### config.mk
export PLATFORM = sky130hd
export DESIGN_NAME = pwr_mode_seq
export DESIGN_NICKNAME = d
export VERILOG_FILES = /design/src/rtl/pwr_mode_seq_pkg.sv /design/src/rtl/pwr_req_decode.sv /design/src/rtl/pwr_wake_timer.sv /design/src/rtl/pwr_mode_seq.sv
export SDC_FILE = /design/constraint.sdc
export NUM_CORES = 1
export LEC_CHECK = 0
export ABC_AREA = 1
export BUFFER_PORTS_ARGS = -buffer_cell sky130_fd_sc_hd__buf_2
export CORE_ASPECT_RATIO = 1.1
export CORE_MARGIN = 2
export CORE_UTILIZATION = 56
export DETAILED_ROUTE_END_ITERATION = 16
export GPL_TIMING_DRIVEN = 0
export PLACE_DENSITY = 0.76
export REMOVE_ABC_BUFFERS = 1
export SYNTH_ARGS = -nofsm -noshare
export SYNTH_HDL_FRONTEND = slang
export SYNTH_SLANG_ARGS = --single-unit
### constraint.sdc
create_clock -name clk -period 1.8 [get_ports clk]
set_input_delay 0.36 -clock clk [delete_from_list [all_inputs] [get_ports clk]]
set_output_delay 0.36 -clock clk [all_outputs]
set_load 0.05 [all_outputs]
### src/rtl/pwr_mode_seq_pkg.sv
package pwr_mode_seq_pkg;

    typedef enum logic [1:0] {
        REQ_RUN   = 2'd0,
        REQ_NAP   = 2'd1,
        REQ_SLEEP = 2'd2
    } pwr_req_e;

    typedef enum logic [1:0] {
        ST_ACTIVE = 2'd0,
        ST_NAP    = 2'd1,
        ST_SLEEP  = 2'd2,
        ST_WAKE   = 2'd3
    } pwr_state_e;

    typedef struct packed {
        pwr_state_e st;
        logic       cold;   // references were off since the last completed wake
    } seq_t;

    // microseconds to clock cycles, rounded up
    function automatic int unsigned us_to_cycles(int unsigned us, int unsigned khz);
        return (us * khz + 32'd999) / 32'd1000;
    endfunction

endpackage

### src/rtl/pwr_req_decode.sv
module pwr_req_decode
    import pwr_mode_seq_pkg::*;
#(
    parameter int SYNC_STAGES = 2
) (
    input  logic       clk,
    input  logic       rst_n,
    input  logic       cfg_from_regs,
    input  logic [1:0] reg_pwr_sel,
    input  logic       strap_sleep,
    output pwr_req_e   req
);

    logic pin_s;

    generate
        if (SYNC_STAGES == 0) begin : g_nosync
            assign pin_s = strap_sleep;
        end else begin : g_sync
            logic [SYNC_STAGES-1:0] chain_d, chain_q;

            always_comb begin
                chain_d[0] = strap_sleep;
                for (int i = 1; i < SYNC_STAGES; i++) begin
                    chain_d[i] = chain_q[i-1];
                end
            end

            always_ff @(posedge clk or negedge rst_n) begin
                if (!rst_n) chain_q <= '0;
                else        chain_q <= chain_d;
            end

            assign pin_s = chain_q[SYNC_STAGES-1];
        end
    endgenerate

    always_comb begin
        if (cfg_from_regs) begin
            case (reg_pwr_sel)
                2'b00:   req = REQ_RUN;
                2'b01:   req = REQ_NAP;
                default: req = REQ_SLEEP;
            endcase
        end else begin
            req = pin_s ? REQ_SLEEP : REQ_RUN;
        end
    end

endmodule

### src/rtl/pwr_wake_timer.sv
module pwr_wake_timer #(
    parameter int CW          = 8,
    parameter int RESET_LIMIT = 1
) (
    input  logic          clk,
    input  logic          rst_n,
    input  logic          start,
    input  logic          run,
    input  logic [CW-1:0] limit,
    output logic          expire
);

    typedef struct packed {
        logic [CW-1:0] cnt;
        logic [CW-1:0] lim;
    } tmr_t;

    tmr_t cur_q, nxt_d;

    always_comb begin
        nxt_d  = cur_q;
        expire = run && (cur_q.cnt == cur_q.lim - 1'b1);
        if (start) begin
            nxt_d.cnt = '0;
            nxt_d.lim = limit;
        end else if (run && !expire) begin
            nxt_d.cnt = cur_q.cnt + 1'b1;
        end
    end

    always_ff @(posedge clk or negedge rst_n) begin
        if (!rst_n) begin
            cur_q.cnt <= '0;
            cur_q.lim <= CW'(RESET_LIMIT);
        end else begin
            cur_q <= nxt_d;
        end
    end

    // the count never reaches the latched limit
    p_cnt_below_limit_r6: assert property (@(posedge clk) disable iff (!rst_n)
        cur_q.cnt < cur_q.lim);

    // every wake start restarts the count from zero
    p_restart_zero_r10: assert property (@(posedge clk) disable iff (!rst_n)
        start |=> (cur_q.cnt == '0));

endmodule

### src/rtl/pwr_mode_seq.sv
module pwr_mode_seq
    import pwr_mode_seq_pkg::*;
#(
    parameter int CLK_FREQ_KHZ    = 125000,
    parameter int NAP_WAKE_CYCLES = 100,
    parameter int SLEEP_WAKE_US   = 2000,
    parameter int DC_SETTLE_US    = 50,
    parameter int SYNC_STAGES     = 2
) (
    input  logic       clk,
    input  logic       rst_n,
    input  logic       cfg_from_regs,
    input  logic [1:0] reg_pwr_sel,
    input  logic       strap_sleep,
    input  logic       dc_settle_en,
    output logic       core_pd,
    output logic       ref_pd,
    output logic       data_valid
);

    localparam int SLEEP_CYC  = int'(us_to_cycles(SLEEP_WAKE_US, CLK_FREQ_KHZ));
    localparam int SETTLE_CYC = int'(us_to_cycles(DC_SETTLE_US, CLK_FREQ_KHZ));
    localparam int NAP_CYC    = NAP_WAKE_CYCLES;
    localparam int NAP_LONG   = NAP_CYC + SETTLE_CYC;
    localparam int MAX_CYC    = (SLEEP_CYC > NAP_LONG) ? SLEEP_CYC : NAP_LONG;
    localparam int CW         = $clog2(MAX_CYC + 1);

    pwr_req_e      req;
    seq_t          seq_q, seq_d;
    logic          tmr_start, tmr_run, tmr_expire;
    logic [CW-1:0] limit_sel;

    pwr_req_decode #(.SYNC_STAGES(SYNC_STAGES)) u_req (
        .clk          (clk),
        .rst_n        (rst_n),
        .cfg_from_regs(cfg_from_regs),
        .reg_pwr_sel  (reg_pwr_sel),
        .strap_sleep  (strap_sleep),
        .req          (req)
    );

    pwr_wake_timer #(.CW(CW), .RESET_LIMIT(SLEEP_CYC)) u_tmr (
        .clk   (clk),
        .rst_n (rst_n),
        .start (tmr_start),
        .run   (tmr_run),
        .limit (limit_sel),
        .expire(tmr_expire)
    );

    always_comb begin
        if (seq_q.cold)        limit_sel = CW'(SLEEP_CYC);
        else if (dc_settle_en) limit_sel = CW'(NAP_LONG);
        else                   limit_sel = CW'(NAP_CYC);
    end

    always_comb begin
        seq_d     = seq_q;
        tmr_start = 1'b0;
        tmr_run   = 1'b0;
        case (seq_q.st)
            ST_ACTIVE: begin
                if (req == REQ_SLEEP) begin
                    seq_d.st   = ST_SLEEP;
                    seq_d.cold = 1'b1;
                end else if (req == REQ_NAP) begin
                    seq_d.st = ST_NAP;
                end
            end
            ST_NAP: begin
                if (req == REQ_SLEEP) begin
                    seq_d.st   = ST_SLEEP;
                    seq_d.cold = 1'b1;
                end else if (req == REQ_RUN) begin
                    seq_d.st  = ST_WAKE;
                    tmr_start = 1'b1;
                end
            end
            ST_SLEEP: begin
                if (req == REQ_NAP) begin
                    seq_d.st = ST_NAP;
                end else if (req == REQ_RUN) begin
                    seq_d.st  = ST_WAKE;
                    tmr_start = 1'b1;
                end
            end
            default: begin
                if (req == REQ_SLEEP) begin
                    seq_d.st   = ST_SLEEP;
                    seq_d.cold = 1'b1;
                end else if (req == REQ_NAP) begin
                    seq_d.st = ST_NAP;
                end else begin
                    tmr_run = 1'b1;
                    if (tmr_expire) begin
                        seq_d.st   = ST_ACTIVE;
                        seq_d.cold = 1'b0;
                    end
                end
            end
        endcase
    end

    always_ff @(posedge clk or negedge rst_n) begin
        if (!rst_n) begin
            seq_q.st   <= ST_WAKE;
            seq_q.cold <= 1'b1;
        end else begin
            seq_q <= seq_d;
        end
    end

    assign core_pd    = (seq_q.st == ST_NAP) || (seq_q.st == ST_SLEEP);
    assign ref_pd     = (seq_q.st == ST_SLEEP);
    assign data_valid = (seq_q.st == ST_ACTIVE);

    // references are never down while the core runs
    p_ref_needs_core_r4: assert property (@(posedge clk) disable iff (!rst_n)
        ref_pd |-> core_pd);

    // valid output never coexists with a power-down enable
    p_valid_no_pd_r11: assert property (@(posedge clk) disable iff (!rst_n)
        data_valid |-> (!core_pd && !ref_pd));

    // a low-power request while running drops valid and powers down the core
    p_valid_drop_r5: assert property (@(posedge clk) disable iff (!rst_n)
        (data_valid && req != REQ_RUN) |=> (!data_valid && core_pd));

    // a deep request in the light state shuts the references next edge
    p_nap_to_sleep_r8: assert property (@(posedge clk) disable iff (!rst_n)
        (core_pd && !ref_pd && req == REQ_SLEEP) |=> ref_pd);

    // leaving a low-power state never jumps straight to valid
    p_no_instant_valid_r11: assert property (@(posedge clk) disable iff (!rst_n)
        $fell(core_pd) |-> !data_valid);

endmodule

==> summary.md, run 1 <==
| Metric | Value |
|---|---|
| Status | complete, but fails checks |
| Failing checks | setup timing |
| I/O pins | 10 |
| Nature of the critical path startpoint | flip-flop |
| Total clock sinks | 28 |
| Post-synthesis async set-or-reset flop share | between 90% and 100% |
| Synth cell count leaders | 64 x nand2_1, 38 x inv_1, 31 x nor2_1 |
| Drt initial violations | about 190 |
| Yosys warns | 0 |
| Design Power | 4.77 mW |
| Total track usage | between 20% and 30% |
| Initial core utilization | a little under 60% |
| Setup violations, final | 21 |
| First-pass GRT wire length | around 9800 um |
| Cell variety after synth | 28 |
| Place WS | -1.35 ns |
| Max Slew Vio Count | 0 |
| Fmax | around 470 MHz |
| Residual DRC count | 0 |
| # port buffers | 9 |
| Setup TNS | -6.00 ns |
| Antenna Nets Post-Route | 0 |
| Routed WL | just under 6000 um |
| Crit path from | u_tmr.cur_q[6] |
| Setup crit end kind | flip-flop |
| Clock latency on the worst-skew pair | 0.28 ns |
| RSZ-0062 raised after global routing | yes |
| Full die area | 0.00457 mm2 |
| Die span in x | between 60 and 70 um |
| Vias per Instance | between 5 and 6 |
| Final Hold Vio Count | 0 |
| Slew HR | roughly three fifths |
| Max-cap violations | 0 |
| Synth Cell Area | 0.00227 mm2 |
| Non-Filler Instances | between 300 and 400 |
| # fillers | 286 |
| DR pass1 iterations | 5 |
| Worst Clk Skew | 0.00932 ns |
| Hold-fix buffers, CTS | 0 |
| CP max-delay cell | dfrtp_2 |
| Most common cell in the netlist | nand2_1 |
| Worst Path Arrival | between 2 and 2.5 ns |
| Crit Path Category | flip-flop to flip-flop |
| Synth Area per Inst | 7.51 um2 |
| Initial antenna violation count | 0 |
| Crit path largest cell delay | ~0.44 ns |
| DR vias | between 2,000 and 2,500 |
| Cell Pwr Density | ~1700 mW/mm2 |
| Die height | between 70 and 80 um |
| Top cells by area, synth | dfrtp_1 25%, nand2_1 11%, o21ai_2 7.0%, ha_1 6.6%, xor2_1 6.6% |
| CTS clk-pin slew, worst paths | ~0.10 ns |
| Placed cell area | 0.00233 mm2 |
| Worst EP required | ~2.0 ns |
| CTS H-Tree Depth | 1 |
| Worst VDD drop | ~790 uV |
| Cell taking the most area after synthesis | dfrtp_1 |
| Core Region | between 0.003 and 0.004 mm2 |
| Post-synthesis sequential area ratio | 31.2% |
| Mapped Cells | roughly 300 |
| Maximum fanout along the worst path | 6 |
| Worst hold path type | input pin to async pin |
| Clk buf depth | 2 |
| Most frequent CP cell | nand2_1 |
| Number of antenna cells inserted | 0 |
| Gpl congestion | about 0.90 |
| Period utilisation layout | 117% |
| Final min period | ~2.1 ns |
| Largest net degree at the start of global routing | 29 |
| Vias in the first global route | approximately 2,200 |
| Ys flop type | dfrtp_1 |
| Worst R2R Path Depth | 15 |
| CTS Buf Count | 3 |
| Critical-path cell list | inv_2, ha_4, nand2_4, nor2_4, nand2_2, nand2_1, nand2_1, nor2_2, nand2_1, nor2_2, nand3_2, nand2_8, nand2_4, nand3_2, o21ai_2 |
| Worst Tran Pin Value | 0.610 ns |
| Register-to-register setup slack | -0.31 ns |
| GRT overflow | 0 |
| Leakage power | 1.26 nW |
| Worst Setup Slack, final | -0.311 ns |
| DR WL/cell | 15.5 um |
| Critical R2R Launch | u_tmr.cur_q[6] |
| Fin nets | 352 |
| TritonCTS clock tree | yes |
| Dpl cells | ~360 |
| Synth-to-layout area growth | 23.1% |
| Post-DP HPWL | between 3000 and 4000 um |
| Top-area cell type share of the netlist area | 25.4% |
| Clk root buf | clkbuf_8 |
| Placement Rows | 24 |
| Core Util, Final | a little under three quarters |
| Hold Slack | between 0.07 and 0.08 ns |
| Layout cells sized above 1 | about 33% |
| Critical R2R Capture | u_tmr.cur_q[26] |
| Synth Register Bits | 28 |
| Finished layout cell area | ~0.0028 mm2 |
| Post-synth EDFFs | 0 |
## how the worst max path moves through the flow
stage / endpoint / cells past startpoint
5_1_grt: u_tmr.cur_q[18] / 15
3_3_place_gp: u_tmr.cur_q[22] / 11
4_1_cts: u_tmr.cur_q[29] / 15
3_5_place_dp: u_tmr.cur_q[22] / 11
2_1_floorplan: u_tmr.cur_q[22] / 7
6_report: u_tmr.cur_q[26] / 15
## worst max-delay path: cells and delay by family, from the launching register on
kind	cells	cell delay (ns)
and+or+nand+nor	12	1.24
DFF	1	0.44
adders and majority gates	1	0.17
buffers and inverters	1	0.09
AOI/OAI and AO/OA	1	0.05
## power breakdown
group / leakage, nW / internal [mW] / switching (mW) / total, mW
Combinational: 0.885 / 1.19 / 1.94 / 3.13
Clock: 0.0288 / 0.196 / 0.198 / 0.395
Sequential: 0.350 / 0.941 / 0.302 / 1.24
Total: 1.26 / 2.32 / 2.44 / 4.77
## placed cells by master (no fill, tap or decap), types with 9 or more instances in the layout
cell     instances
nand3_1         13
inv_1           37
nand2_1         60
o21ai_0         10
nor3_1           9
nor2_1          27
o21ai_2         20
ha_1             9
nand3_2         18
buf_4           16
dfrtp_1         21
xor2_1          17
## area by class of cell
class	count	area [um2]	area share [%]
multi-input combinational	230	1600	57.2
inverter	44	168	6.01
tap	52	65.1	2.33
sequential	28	709	25.4
timing repair buffer	26	198	7.08
clock buffer	4	55.1	1.97
## timing repair
action	in CTS	in global routing
gates resized for setup	35	11
setup endpoints to repair	29	26
pin swaps	8	14
cloned	6	0
buffers inserted	11	6
## state kept, by name, summed over array words and instances (netlist names)
| signal | cells |
|---|---|
| seq_q | 3 |
| u_req.g_sync.chain_q | 2 |
| u_tmr.cur_q | 23 |
## logic make-up (layout without fill, tap and decap cells)
kind of cell               count (synthesis)  count (layout)  share of synthesized area, %
xor gates and xnor gates                  19              19                          7.34
and+or+nand+nor                          154             160                          33.2
DFF                                       28              28                          31.2
buffers and inverters                     50              74                          9.55
AOI/OAI and AO/OA                         39              39                          12.1
adders and majority gates                 12              12                          6.62
## routing by layer
| layer | GRT usage [%] | up-vias | wire length, um |
|---|---|---|---|
| li1 | - | 1045 | - |
| met1 | 34.6 | 1014 | 2380 |
| met2 | 44.6 | 92 | 2880 |
| met3 | 4.61 | 31 | 412 |
| met4 | 16.3 | 0 | 282 |
| met5 | 0 | - | 0 |
(Power assumes the default switching activity.)
==> run 2, diff against run 1 <==
--- a/config.mk
+++ b/config.mk
@@ -12,6 +12,7 @@
 export CORE_UTILIZATION = 56
 export DETAILED_ROUTE_END_ITERATION = 16
 export GPL_TIMING_DRIVEN = 0
+export MAX_ROUTING_LAYER = met4
 export PLACE_DENSITY = 0.76
 export REMOVE_ABC_BUFFERS = 1
 export SYNTH_ARGS = -nofsm -noshare
==> run 2 against run 1 <==
  * Clock-buffer cell count is the same
  * Critical endpoint unchanged
  * The flow still finishes with violations (setup timing)
  * Sequential cell count is the same
  * Global-route usage grew 0.83 points
  * Final cell count is the same
  * Sequential power is essentially flat
==> summary.md, run 2 (same netlist as run 1, synthesis figures left out) <==
| Metric | Value |
|---|---|
| Most common cell after layout, fill and taps aside | nand2_1 |
| Crit path from | u_tmr.cur_q[6] |
| Sequential Power Share | around a quarter |
| Full die area | about 0.0046 mm2 |
| Gpl congestion | between 0.9 and 1 |
| Most frequent CP cell | nand2_1 |
| Drt initial violations | approximately 190 |
| Failing checks | setup timing |
| Worst R2R Path Depth | 15 |
| Setup crit end | u_tmr.cur_q[26] |
| Hold-fix buffers, CTS | 0 |
| Net Sw Frac | 51.4% |
| Core Region | 0.00393 mm2 |
| Clock latency on the worst-skew pair | 0.28 ns |
| Final min period | ~2.1 ns |
| CTS clk-pin slew, worst paths | approximately 0.10 ns |
| Worst Path Arrival | ~2.3 ns |
| Combinational Power Share | approximately 66% |
| Post-DP HPWL | around 3600 um |
| Total clock sinks | 28 |
| Max-cap violations | 0 |
| Total track usage | approximately 28% |
| Vias in the first global route | between 2,000 and 2,500 |
| Die height | about 70 um |
| Biggest regs | u_tmr.cur_q x23, seq_q x3, u_req.g_sync.chain_q x2 |
| Setup crit end kind | flip-flop |
| DR pass1 iterations | 5 |
| Routed wl met2 | about 2900 um |
| Register-to-register setup slack | -0.32 ns |
| Met3 Wirelength | 407 um |
| Top delay family on crit path | simple AND/OR/NAND/NOR gates |
| Critical R2R Launch | u_tmr.cur_q[6] |
| Routed WL | approximately 6000 um |
| Largest net degree at the start of global routing | 29 |
| Crit Path Category | flip-flop to flip-flop |
| # port buffers | 9 |
| Most flops, register | u_tmr.cur_q |
| Worst Tran Pin Value | 0.616 ns |
| Dpl cells | roughly 360 |
| Period utilisation layout | 118% |
| RSZ-0062 raised after global routing | yes |
| Antenna Nets Post-Route | 0 |
| Number of flip-flops under the largest register name | 23 |
| Initial antenna violation count | 0 |
| Synth-to-layout area growth | 23.1% |
| Max Slew Vio Count | 0 |
| Placement Rows | 24 |
| Clk buf depth | 2 |
| Maximum fanout along the worst path | 6 |
| CP bufs+invs | 1 |
| Layout cells sized above 1 | roughly a third |
| Worst VDD drop | between 700 and 800 uV |
| Leakage power | ~1.3 nW |
| Slew HR | 58.9% |
| Hold Slack | roughly 0.078 ns |
| Placed cell area | roughly 0.0023 mm2 |
| Non-Filler Instances | 384 |
| Residual DRC count | 0 |
| Critical-path cell list | inv_2, ha_4, nand2_4, nor2_4, nand2_2, nand2_1, nand2_1, nor2_2, nand2_1, nor2_2, nand3_2, nand2_8, nand2_4, nand3_2, o21ai_2 |
| Finished layout cell area | approximately 0.0028 mm2 |
| Worst Setup Slack, final | -0.318 ns |
| Cell Pwr Density | approximately 1700 mW/mm2 |
| CTS H-Tree Depth | 1 |
| CP max-delay cell | dfrtp_2 |
| Initial core utilization | ~58% |
| Commonest cells after routing, fill and taps aside | 60 x nand2_1, 37 x inv_1, 27 x nor2_1, 21 x dfrtp_1, 20 x o21ai_2 |
| Crit path largest cell delay | ~0.44 ns |
| First-pass GRT wire length | a little under 10,000 um |
| Fmax | around 470 MHz |
| TritonCTS clock tree | yes |
| Clk root buf | clkbuf_8 |
| Nature of the critical path startpoint | flip-flop |
| Number of antenna cells inserted | 0 |
| DR WL/cell | 15.7 um |
| CTS Buf Count | 3 |
| Met1 wire length | roughly 2400 um |
| Final Hold Vio Count | 0 |
| DR vias | around 2,200 |
| Worst Clk Skew | 0.00929 ns |
| Switching Power | ~2.5 mW |
| P_int | 2.32 mW |
| Clk network pwr share | roughly 8.3% |
| CP Depth | 15 |
| Status | complete, but fails checks |
| Worst hold path type | input pin to async pin |
| Critical R2R Capture | u_tmr.cur_q[26] |
| I/O pins | 10 |
| Vias per Instance | 5.74 |
| Fin nets | between 300 and 400 |
| Worst EP required | 1.97 ns |
| GRT overflow | 0 |
| Setup violations, final | 21 |
| Die span in x | between 60 and 70 um |
| Top sig layer | met4 |
-- run 2: layout make-up --
class | instances | area (um2)
well taps | 52 | 65.1
clock buffers | 4 | 55.1
fillers | 286 | 1140
flip-flops and latches | 28 | 709
inverters | 44 | 168
repair buffers | 26 | 198
multi-input cells | 230 | 1600
-- run 2: how the worst min path moves through the flow --
stage	start	to	cells past startpoint
after global routing	rst_n	u_tmr.cur_q[20]	1
final	rst_n	u_tmr.cur_q[20]	1
after global placement	u_req.g_sync.chain_q[0]	u_req.g_sync.chain_q[1]	0
after detailed placement	u_req.g_sync.chain_q[0]	u_req.g_sync.chain_q[1]	0
after floorplan	rst_n	u_req.g_sync.chain_q[0]	0
after CTS	rst_n	u_tmr.cur_q[19]	1
-- run 2: timing repair --
item	CTS	global route
pin swaps	8	14
buffers inserted	11	6
gates resized for setup	35	11
setup endpoints to repair	29	26
cloned	6	0
-- run 2: through the flow --
step	utilization, %	setup TNS (ns)	total power [mW]	setup WS (ns)
6_report	71.0	-5.98	4.78	-0.318
5_1_grt	71.0	-9.33	5.14	-0.466
4_1_cts	68.8	-5.25	4.56	-0.273
3_5_place_dp	59.1	-29.08	3.51	-1.35
3_3_place_gp	59.1	-27.06	3.44	-1.27
2_1_floorplan	-	-18.65	3.04	-0.905
-- run 2: power by group through the flow --
stage          registers [mW]  clock network (mW)  logic [mW]
6_report                 1.24               0.396        3.14
5_1_grt                  1.27               0.431        3.44
4_1_cts                  1.22               0.403        2.93
3_5_place_dp             1.28                   0        2.23
3_3_place_gp             1.27                   0        2.17
2_1_floorplan            1.18                   0        1.86
-- run 2: per-layer routing --
| metal | vias up | track usage, % |
|---|---|---|
| met5 | - | - |
| met3 | 33 | 5.25 |
| li1 | 1041 | - |
| met4 | 0 | 16.5 |
| met2 | 103 | 44.4 |
| met1 | 1029 | 34.2 |
